<file path="config.mk">
export PLATFORM = sky130hd
export DESIGN_NAME = tile_addr_walker
export DESIGN_NICKNAME = d
export VERILOG_FILES = /design/src/rtl/tw_pkg.sv /design/src/rtl/tw_walk.sv /design/src/rtl/tw_map.sv /design/src/rtl/tile_addr_walker.sv
export SDC_FILE = /design/constraint.sdc
export NUM_CORES = 1
export LEC_CHECK = 0
export ABC_AREA = 1
export BUFFER_PORTS_ARGS = -buffer_cell sky130_fd_sc_hd__buf_2
export CORE_MARGIN = 5
export CORE_UTILIZATION = 44
export CTS_CLUSTER_DIAMETER = 200
export CTS_CLUSTER_SIZE = 14
export DETAILED_ROUTE_END_ITERATION = 8
export SYNTH_ARGS = -nofsm -noshare
export SYNTH_HDL_FRONTEND = slang
export SYNTH_SLANG_ARGS = --single-unit
export TNS_END_PERCENT = 100
</file>
<file path="constraint.sdc">
create_clock -name clk -period 6.2 [get_ports clk]
set_input_delay 0.62 -clock clk [delete_from_list [all_inputs] [get_ports clk]]
set_output_delay 0.62 -clock clk [all_outputs]
set_load 0.02 [all_outputs]
</file>
<file path="src/rtl/tw_pkg.sv">
package tw_pkg;
  typedef enum logic [1:0] {
    TM_LINEAR = 2'd0,
    TM_WIDE   = 2'd1,
    TM_NARROW = 2'd2,
    TM_BLOCK  = 2'd3
  } tile_mode_e;

  localparam int TILE_LG     = 12;  // 4 KiB per tile
  localparam int WIDE_W_LG   = 9;   // 512 bytes
  localparam int WIDE_H_LG   = 3;   // 8 rows
  localparam int NARROW_W_LG = 7;   // 128 bytes
  localparam int NARROW_H_LG = 5;   // 32 rows
  localparam int BLOCK_W_LG  = 6;   // 64 bytes
  localparam int BLOCK_H_LG  = 6;   // 64 rows
  localparam int SWZ_BIT     = 6;
endpackage

</file>
<file path="src/rtl/tw_walk.sv">
module tw_walk #(
  parameter int CW = 16,
  parameter int BW = 4
) (
  input  logic          clk,
  input  logic          rst_n,
  input  logic          load,
  input  logic          adv,
  input  logic [CW-1:0] org_x,
  input  logic [CW-1:0] org_y,
  input  logic [CW-1:0] box_w,
  input  logic [CW-1:0] box_h,
  input  logic [BW-1:0] step,
  output logic [CW-1:0] cur_x,
  output logic [CW-1:0] cur_y,
  output logic          last
);
  logic [CW-1:0] x_q, x_d, y_q, y_d, x0_q, x0_d;
  logic [CW-1:0] wm1_q, wm1_d, col_q, col_d, row_q, row_d;
  logic [BW-1:0] step_q, step_d;
  logic          row_end;

  assign row_end = (col_q == '0);

  always_comb begin
    x_d = x_q; y_d = y_q; x0_d = x0_q; wm1_d = wm1_q;
    col_d = col_q; row_d = row_q; step_d = step_q;
    if (load) begin
      x_d    = org_x;
      y_d    = org_y;
      x0_d   = org_x;
      wm1_d  = box_w - 1'b1;
      col_d  = box_w - 1'b1;
      row_d  = box_h - 1'b1;
      step_d = step;
    end else if (adv) begin
      if (row_end) begin
        x_d   = x0_q;
        y_d   = y_q + 1'b1;
        col_d = wm1_q;
        row_d = row_q - 1'b1;
      end else begin
        x_d   = x_q + {{(CW-BW){1'b0}}, step_q};
        col_d = col_q - 1'b1;
      end
    end
  end

  always_ff @(posedge clk or negedge rst_n) begin
    if (!rst_n) begin
      x_q <= '0; y_q <= '0; x0_q <= '0; wm1_q <= '0;
      col_q <= '0; row_q <= '0; step_q <= '0;
    end else if (load || adv) begin
      x_q <= x_d; y_q <= y_d; x0_q <= x0_d; wm1_q <= wm1_d;
      col_q <= col_d; row_q <= row_d; step_q <= step_d;
    end
  end

  assign cur_x = x_q;
  assign cur_y = y_q;
  assign last  = row_end && (row_q == '0);
endmodule

</file>
<file path="src/rtl/tw_map.sv">
module tw_map
  import tw_pkg::*;
#(
  parameter int CW = 16,
  parameter int AW = 32
) (
  input  logic [CW-1:0] x,
  input  logic [CW-1:0] y,
  input  logic [CW-1:0] pitch,
  input  tile_mode_e    mode,
  input  logic          swz,
  output logic [AW-1:0] addr
);
  localparam int PADW = AW - CW;
  localparam int HIW  = AW - TILE_LG;

  logic [AW-1:0] xe, ye, pe, tpr, tile, raw;
  logic [TILE_LG-1:0] low;
  logic          flip;

  assign xe = {{PADW{1'b0}}, x};
  assign ye = {{PADW{1'b0}}, y};
  assign pe = {{PADW{1'b0}}, pitch};

  always_comb begin
    tpr  = '0;
    tile = '0;
    low  = '0;
    raw  = ye * pe + xe;
    case (mode)
      TM_WIDE: begin
        tpr  = pe >> WIDE_W_LG;
        tile = (ye >> WIDE_H_LG) * tpr + (xe >> WIDE_W_LG);
        low  = {ye[2:0], xe[8:0]};
      end
      TM_NARROW: begin
        tpr  = pe >> NARROW_W_LG;
        tile = (ye >> NARROW_H_LG) * tpr + (xe >> NARROW_W_LG);
        low  = {xe[6:4], ye[4:0], xe[3:0]};
      end
      TM_BLOCK: begin
        tpr  = pe >> BLOCK_W_LG;
        tile = (ye >> BLOCK_H_LG) * tpr + (xe >> BLOCK_W_LG);
        low  = {xe[5:3], ye[5:3], ye[2], xe[2], ye[1], xe[1], ye[0], xe[0]};
      end
      default: ;
    endcase
    if (mode != TM_LINEAR)
      raw = {tile[HIW-1:0], low};
  end

  always_comb begin
    flip = raw[9];
    if (mode == TM_WIDE)
      flip = raw[9] ^ raw[10];
    addr = raw;
    if (swz && (mode != TM_LINEAR))
      addr[SWZ_BIT] = raw[SWZ_BIT] ^ flip;
  end
endmodule

</file>
<file path="src/rtl/tile_addr_walker.sv">
module tile_addr_walker
  import tw_pkg::*;
#(
  parameter int CW = 16,
  parameter int BW = 4,
  parameter int AW = 32
) (
  input  logic          clk,
  input  logic          rst_n,
  input  logic          start,
  input  logic [CW-1:0] org_x,
  input  logic [CW-1:0] org_y,
  input  logic [CW-1:0] box_w,
  input  logic [CW-1:0] box_h,
  input  logic [BW-1:0] bpp,
  input  logic [CW-1:0] pitch,
  input  logic [1:0]    tile_mode,
  input  logic          swz_en,
  output logic          addr_valid,
  input  logic          addr_ready,
  output logic [AW-1:0] addr,
  output logic          done
);
  logic          busy_q, busy_d, empty_q, empty_d;
  logic          load, adv, last, zero_box;
  logic [CW-1:0] cur_x, cur_y, pitch_q;
  tile_mode_e    mode_q;
  logic          swz_q;

  assign zero_box = (box_w == '0) || (box_h == '0);
  assign load     = start && !busy_q;
  assign adv      = busy_q && addr_ready;

  always_comb begin
    busy_d  = busy_q;
    empty_d = load && zero_box;
    if (load)
      busy_d = !zero_box;
    else if (adv && last)
      busy_d = 1'b0;
  end

  always_ff @(posedge clk or negedge rst_n) begin
    if (!rst_n) begin
      busy_q  <= 1'b0;
      empty_q <= 1'b0;
    end else begin
      busy_q  <= busy_d;
      empty_q <= empty_d;
    end
  end

  always_ff @(posedge clk or negedge rst_n) begin
    if (!rst_n) begin
      pitch_q <= '0;
      mode_q  <= TM_LINEAR;
      swz_q   <= 1'b0;
    end else if (load) begin
      pitch_q <= pitch;
      mode_q  <= tile_mode_e'(tile_mode);
      swz_q   <= swz_en;
    end
  end

  tw_walk #(.CW(CW), .BW(BW)) u_walk (
    .clk   (clk),
    .rst_n (rst_n),
    .load  (load),
    .adv   (adv),
    .org_x (org_x),
    .org_y (org_y),
    .box_w (box_w),
    .box_h (box_h),
    .step  (bpp),
    .cur_x (cur_x),
    .cur_y (cur_y),
    .last  (last)
  );

  tw_map #(.CW(CW), .AW(AW)) u_map (
    .x     (cur_x),
    .y     (cur_y),
    .pitch (pitch_q),
    .mode  (mode_q),
    .swz   (swz_q),
    .addr  (addr)
  );

  assign addr_valid = busy_q;
  assign done       = (busy_q && last) || empty_q;
endmodule

</file>
### Word level (Yosys, flattened, before mapping)

Cells that the tools add are included.

| storage, ports and cells | value |
|---|---|
| flip-flop bits (word level) | 121 |
| bits of input ports | 91 |
| logic and storage cells | 73 |

| cells by class | value |
|---|---|
| $add $sub $neg | 10 |
| multiply operators | 4 |
| equal/unequal tests | 3 |
| muxes and demuxes | 19 |
| bitwise gates (word level) | 2 |
| reductions and logical operators | 23 |

Operator list:

| cell | number |
|---|---|
| 16-bit 2-to-1 mux | 12 |
| 16-bit zero test | 4 |
| 16-bit by 1-bit subtractor with 16-bit output, second input constant | 4 |
| 20-bit case mux with 3 select lines | 1 |
| 12-bit case mux with 3 select lines | 1 |
| 32-bit by 16-bit adder with 32-bit output | 1 |
| 16-bit by 16-bit multiplier with 32-bit output | 1 |
| 32-bit 2-to-1 mux | 1 |
| 20-bit by 10-bit adder with 20-bit output | 1 |
| 20-bit by 7-bit adder with 20-bit output | 1 |
| 20-bit by 9-bit adder with 20-bit output | 1 |
| 10-bit by 10-bit multiplier with 20-bit output | 1 |
| 11-bit by 9-bit multiplier with 20-bit output | 1 |
| 13-bit by 7-bit multiplier with 20-bit output | 1 |
| 16-bit by 1-bit adder with 16-bit output, second input constant | 1 |
| 16-bit by 4-bit adder with 16-bit output | 1 |
| 2-bit nonzero test | 4 |
| 1-bit logical AND | 7 |
| 2-bit equality test, second input constant | 2 |
| 1-bit 2-to-1 mux | 4 |
| 2-bit AND reduction | 2 |
| 1-bit logical OR | 3 |
| 3-bit AND reduction | 1 |
| 2-bit by 1-bit equality test with 1-bit output, second input constant | 1 |
| other kinds (2) | 4 |

### Logic depth before layout (Yosys ltp)

| logic depth | value |
|---|---|
| depth in word-level cells | 8 |
| gate-level depth with buffers | 31 |
| depth with buffers taken out | 29 |

### By module

Synthesis repeated with hierarchy kept, for this count alone.

| unflattened totals | value |
|---|---|
| cells, all modules | 3502 |
| area total of the unflattened synthesis | 23887.9 um^2 |

By module, submodules not included:

| module | instances | cells each | area an instance (um^2) |
|---|---|---|---|
| tw_map | 1 | 2373 | 16191.8 |
| tw_walk | 1 | 1006 | 6756.5 |
| tile_addr_walker | 1 | 123 | 939.7 |

### Worst setup path before layout

Ideal clock, no wire load.

| timing | value |
|---|---|
| path kind | register -> output |
| start point | register u_walk.y_q[10] (netlist: u_walk.cur_y[10]) |
| end point | output port addr[16] |
| arrival time | 5575 ps |
| data required time | 5580 ps |
| path slack | 5 ps |
| cell stages (with the launch flop) | 20 |
| cells stage by stage | dfrtp_1 -> clkbuf_1 -> buf_1 -> nand2_1 -> fa_1 -> fa_1 -> fa_1 -> fa_1 -> inv_1 -> fa_1 -> inv_1 -> fa_1 -> inv_1 -> ha_1 -> a21o_1 -> nor2_1 -> o21ai_0 -> a21oi_1 -> nand2_1 -> a21boi_0 |

| between the ends | value |
|---|---|
| cells in the longest elaborated chain, start to end | 4 |
| elaborated cells between the ends (all ways) | 6 |
| those cells by class | 2 x add/sub; 2 x mul; 2 x mux |

RTL lines:

| element | line | text |
|---|---|---|
| from (decl) | tw_walk.sv:18 | `logic [CW-1:0] x_q, x_d, y_q, y_d, x0_q, x0_d;` |
| from (signal assigned) | tw_walk.sv:51 | `x_q <= '0; y_q <= '0; x0_q <= '0; wm1_q <= '0;` |
| from (signal assigned) | tw_walk.sv:54 | `x_q <= x_d; y_q <= y_d; x0_q <= x0_d; wm1_q <= wm1_d;` |
| parallel branches: the longest is 3 deep, another holds 16-bit by 16-bit multiplier with 32-bit output | - |  |
| 32-bit 2-to-1 mux (*) | tw_map.sv:48 | `if (mode != TM_LINEAR)` |
| to (decl) | tile_addr_walker.sv:21 | `output logic [AW-1:0] addr,` |

Mark *: on every way between the ends.

### Worst setup path in the final report

| timing | value |
|---|---|
| start point | register pitch_q[15] |
| end point | output port addr[25] |

| between the ends | value |
|---|---|
| cells in the longest elaborated chain, start to end | 4 |
| elaborated cells between the ends (all ways) | 10 |
| those cells by class | 4 x add/sub; 4 x mul; 2 x mux |

RTL lines:

| element | line | text |
|---|---|---|
| from (decl) | tile_addr_walker.sv:26 | `logic [CW-1:0] cur_x, cur_y, pitch_q;` |
| from (signal assigned) | tile_addr_walker.sv:59 | `pitch_q <= pitch;` |
| 13-bit by 7-bit multiplier with 20-bit output, or another cell as far along | tw_map.sv:33 | `tile = (ye >> WIDE_H_LG) * tpr + (xe >> WIDE_W_LG);` |
| 20-bit by 7-bit adder with 20-bit output, or another cell as far along | tw_map.sv:33 |  |
| 20-bit case mux with 3 select lines | tw_map.sv:30 | `case (mode)` |
| 32-bit 2-to-1 mux (*) | tw_map.sv:48 |  |

Every way passes the cells marked *; elsewhere a longest branch is shown, timed or not.

==> results.yml <==
status:
  status: "finished, violations left"
  violations: "negative setup slack"
place:
  globalplace.congestion: 0.966
  dp_cells: 4263
  place_ws_ps: -277
  dpl.hpwl_um: 62900
  io_buffers: 124
floorplanning:
  start_util_pct: 44.2
  die_w_um: 239
  ios: 125
  die_y_um: 239
  dieArea_um2: 57100
  core-area_um2: 52200
  row_count: 84
route:
  drc: 0
  wirelength_um: 76100
  final_antenna_net_count: 0
  dr.pass1.iters: 5
  vias_per_cell: 5.07
  via_count: 22000
  dr.first_iter.drc_count: 1614
  wl_per_cell_um: 17.5
clock_tree:
  cts-root-buf: "clkbuf_16"
  cts_tree: "built"
  clock_path_buffers: 2
  cts_buffers: 17
  cts.clk_slew.worst_paths_ps: 60
  cts.sinks: 121
  clk_latency_ps: 430
  htreeDepth: 4
cells_and_area:
  area_growth_pct: 23.1
  finish.net_count: 4238
  drive_above_1_share_pct: 20.9
  antenna_cells: 0
  final_util_pct: 54.4
  instances_no_fill: 4349
synth:
  synth-seq-cells: 121
  synth_area_leaders: "fa_1 25%, nand2_1 15%, dfrtp_1 13%"
  synth_cell_types: 50
  synth_area_um2: 23100
  synthFlopType: "dfrtp_1"
  yosys.area.top_type_share_pct: 24.7
  synthTopCellsByCount: "903 x nand2_1, 793 x inv_1, 285 x fa_1"
  synth_edf_count: 0
  yosys_warnings: 0
  yosysMostFrequentCell: "nand2_1"
  ys_seq_area_share_pct: 13.1
  avgSynthCellArea_um2: 6.94
  synthArstFlopShare_pct: 100
  syn_nets: 3915
  synthesis.instances: 3325
  yosysTopAreaCell: "fa_1"
timing:
  hold_viol_final: 0
  maxSlewViolCount: 0
  finalCriticalPeriod_ps: 6550
  post-route-period-util_pct: 106
  tightest_slew_ps: 834
  fin_setup_tns_ps: -4870
  rsz0062_at_grt: "yes"
  setup_violations: 22
  timing.final.ws_setup_ps: -345
  max_freq_ghz: 0.153
  maxSlewHeadroom_pct: 44.2
  finalClockSkew_ps: 10.1
worst_setup_path:
  critPathCaptureType: "output pin"
  worstSetupStartpointType: "flop"
  path_max_fanout: 4
  required_ps: 5580
  cp.arrival_ps: 5930
  path_class: "flop to output pin"
flow_run:
  cap_viol_max_count: 0
hold_path:
  hold_path_class: "input port to asynchronous set/reset pin"
global_route:
  grt_max_degree: 82
  grt_overflow: 0
  first_global_vias: 22300
  grt_pass1_wl_um: 120000
  antenna_found_initial: 2
  globalRouteTotalUtil_pct: 26.8
flip-flops by register name, summed over array words and instances (netlist names):
| name | flops |
|---|---|
| pitch_q | 16 |
| u_walk.col_q | 16 |
| u_walk.cur_x | 16 |
| u_walk.cur_y | 16 |
| u_walk.row_q | 16 |
| u_walk.wm1_q | 16 |
| u_walk.x0_q | 16 |
| u_walk.step_q | 4 |
| mode_q | 2 |
| addr_valid | 1 |
| empty_q | 1 |
| swz_q | 1 |
final cells by class:
class,instances,area [um^2]
clock buffer,17,425
clock inverter,15,223
fill,5073,23800
inverter,801,3030
multi-input combinational,2292,17600
sequential,121,3050
tap,688,861
timing repair buffer,415,3170
routing by layer:
layer  part of all wire (%)  routed length (um)  GRT usage, %
met5                  0.035                  27             0
met3                    7.0                5360          4.93
met1                     43               32900          36.0
met2                     47               35800          44.9
met4                    2.7                2040          7.09
worst max-delay path, cell delays in order (launching register included):
cell and delay (ps):
dfrtp_2 420, buf_6 140, buf_12 120, nand2_1 90
inv_2 50, fa_1 470, fa_1 560, fa_1 440
fa_1 490, fa_1 520, inv_2 40, fa_2 590
inv_2 60, ha_4 310, nand2_4 90, nor2_4 100
inv_2 70, buf_6 120, nor2_4 130, nand3_2 90
nand3_2 90, xor2_1 180, nand2_1 100, nand2_2 110
buf_6 120
stage by stage:
| stage | area [um^2] | hold WS [ps] |
|---|---|---|
| floorplan | 23100 | 324 |
| global placement | 26000 | 453 |
| detailed placement | 26000 | 460 |
| CTS | 27900 | 209 |
| global route | 28400 | 235 |
| finish | 28400 | 180 |
repair_timing:
item                                    4_1_cts  5_1_grt
hold buffers                                  0        0
buffers inserted                             34       22
cloned                                        1        0
gates resized for setup                     298      118
endpoints found under the setup margin       24       25
pin swaps                                   119       83
layout by cell type (no fill, tap or decap), drive strengths merged, types with 2 or more instances in the layout:
cell type  instances
a32oi              3
a21oi            128
nand3            146
a21o               8
a31oi             14
dfrtp            121
xor2              40
o21bai            13
or2               10
o211ai            14
o221ai             2
nand4             36
a221oi             5
nand2            920
clkbuf            17
nand3b             3
xnor2             13
o21a               5
o2111ai            4
ha               214
nor3              30
inv              801
o31ai              3
nor4               9
o22ai              7
buf              415
a31o               2
bufinv             5
nor2             218
clkinv             7
a21boi             5
o21ai            144
clkinvlp           3
fa               285
a22oi              6
cell families (layout without fill, tap and decap cells):
family / after synthesis / in the layout / share of synthesized area [%]
flip-flops: 121 / 121 / 13.1
AO/OA/AOI/OAI: 365 / 365 / 8.94
AND/OR/NAND/NOR: 1375 / 1375 / 24.5
XOR/XNOR: 53 / 53 / 2.01
buffers and inverters: 912 / 1248 / 15.1
adder cells (fa/ha/maj): 499 / 499 / 36.3
worst paths after layout:
kind,start,endpoint,slack [ps],cells past startpoint
min in group clk,bpp[3],u_walk.step_q[3],390,3
max in group asynchronous,rst_n,pitch_q[5],4720,2
hold / removal,rst_n,u_walk.row_q[2],180,1
setup / recovery,pitch_q[15],addr[25],-350,24
hold reg to reg,u_walk.x0_q[12],u_walk.x0_q[12],470,2
setup reg to reg,u_walk.col_q[0],u_walk.col_q[12],3030,11
Power is left out: the tool's default activity adds up to more than one toggle a clock period on the data nets, which glitch-free logic cannot reach.
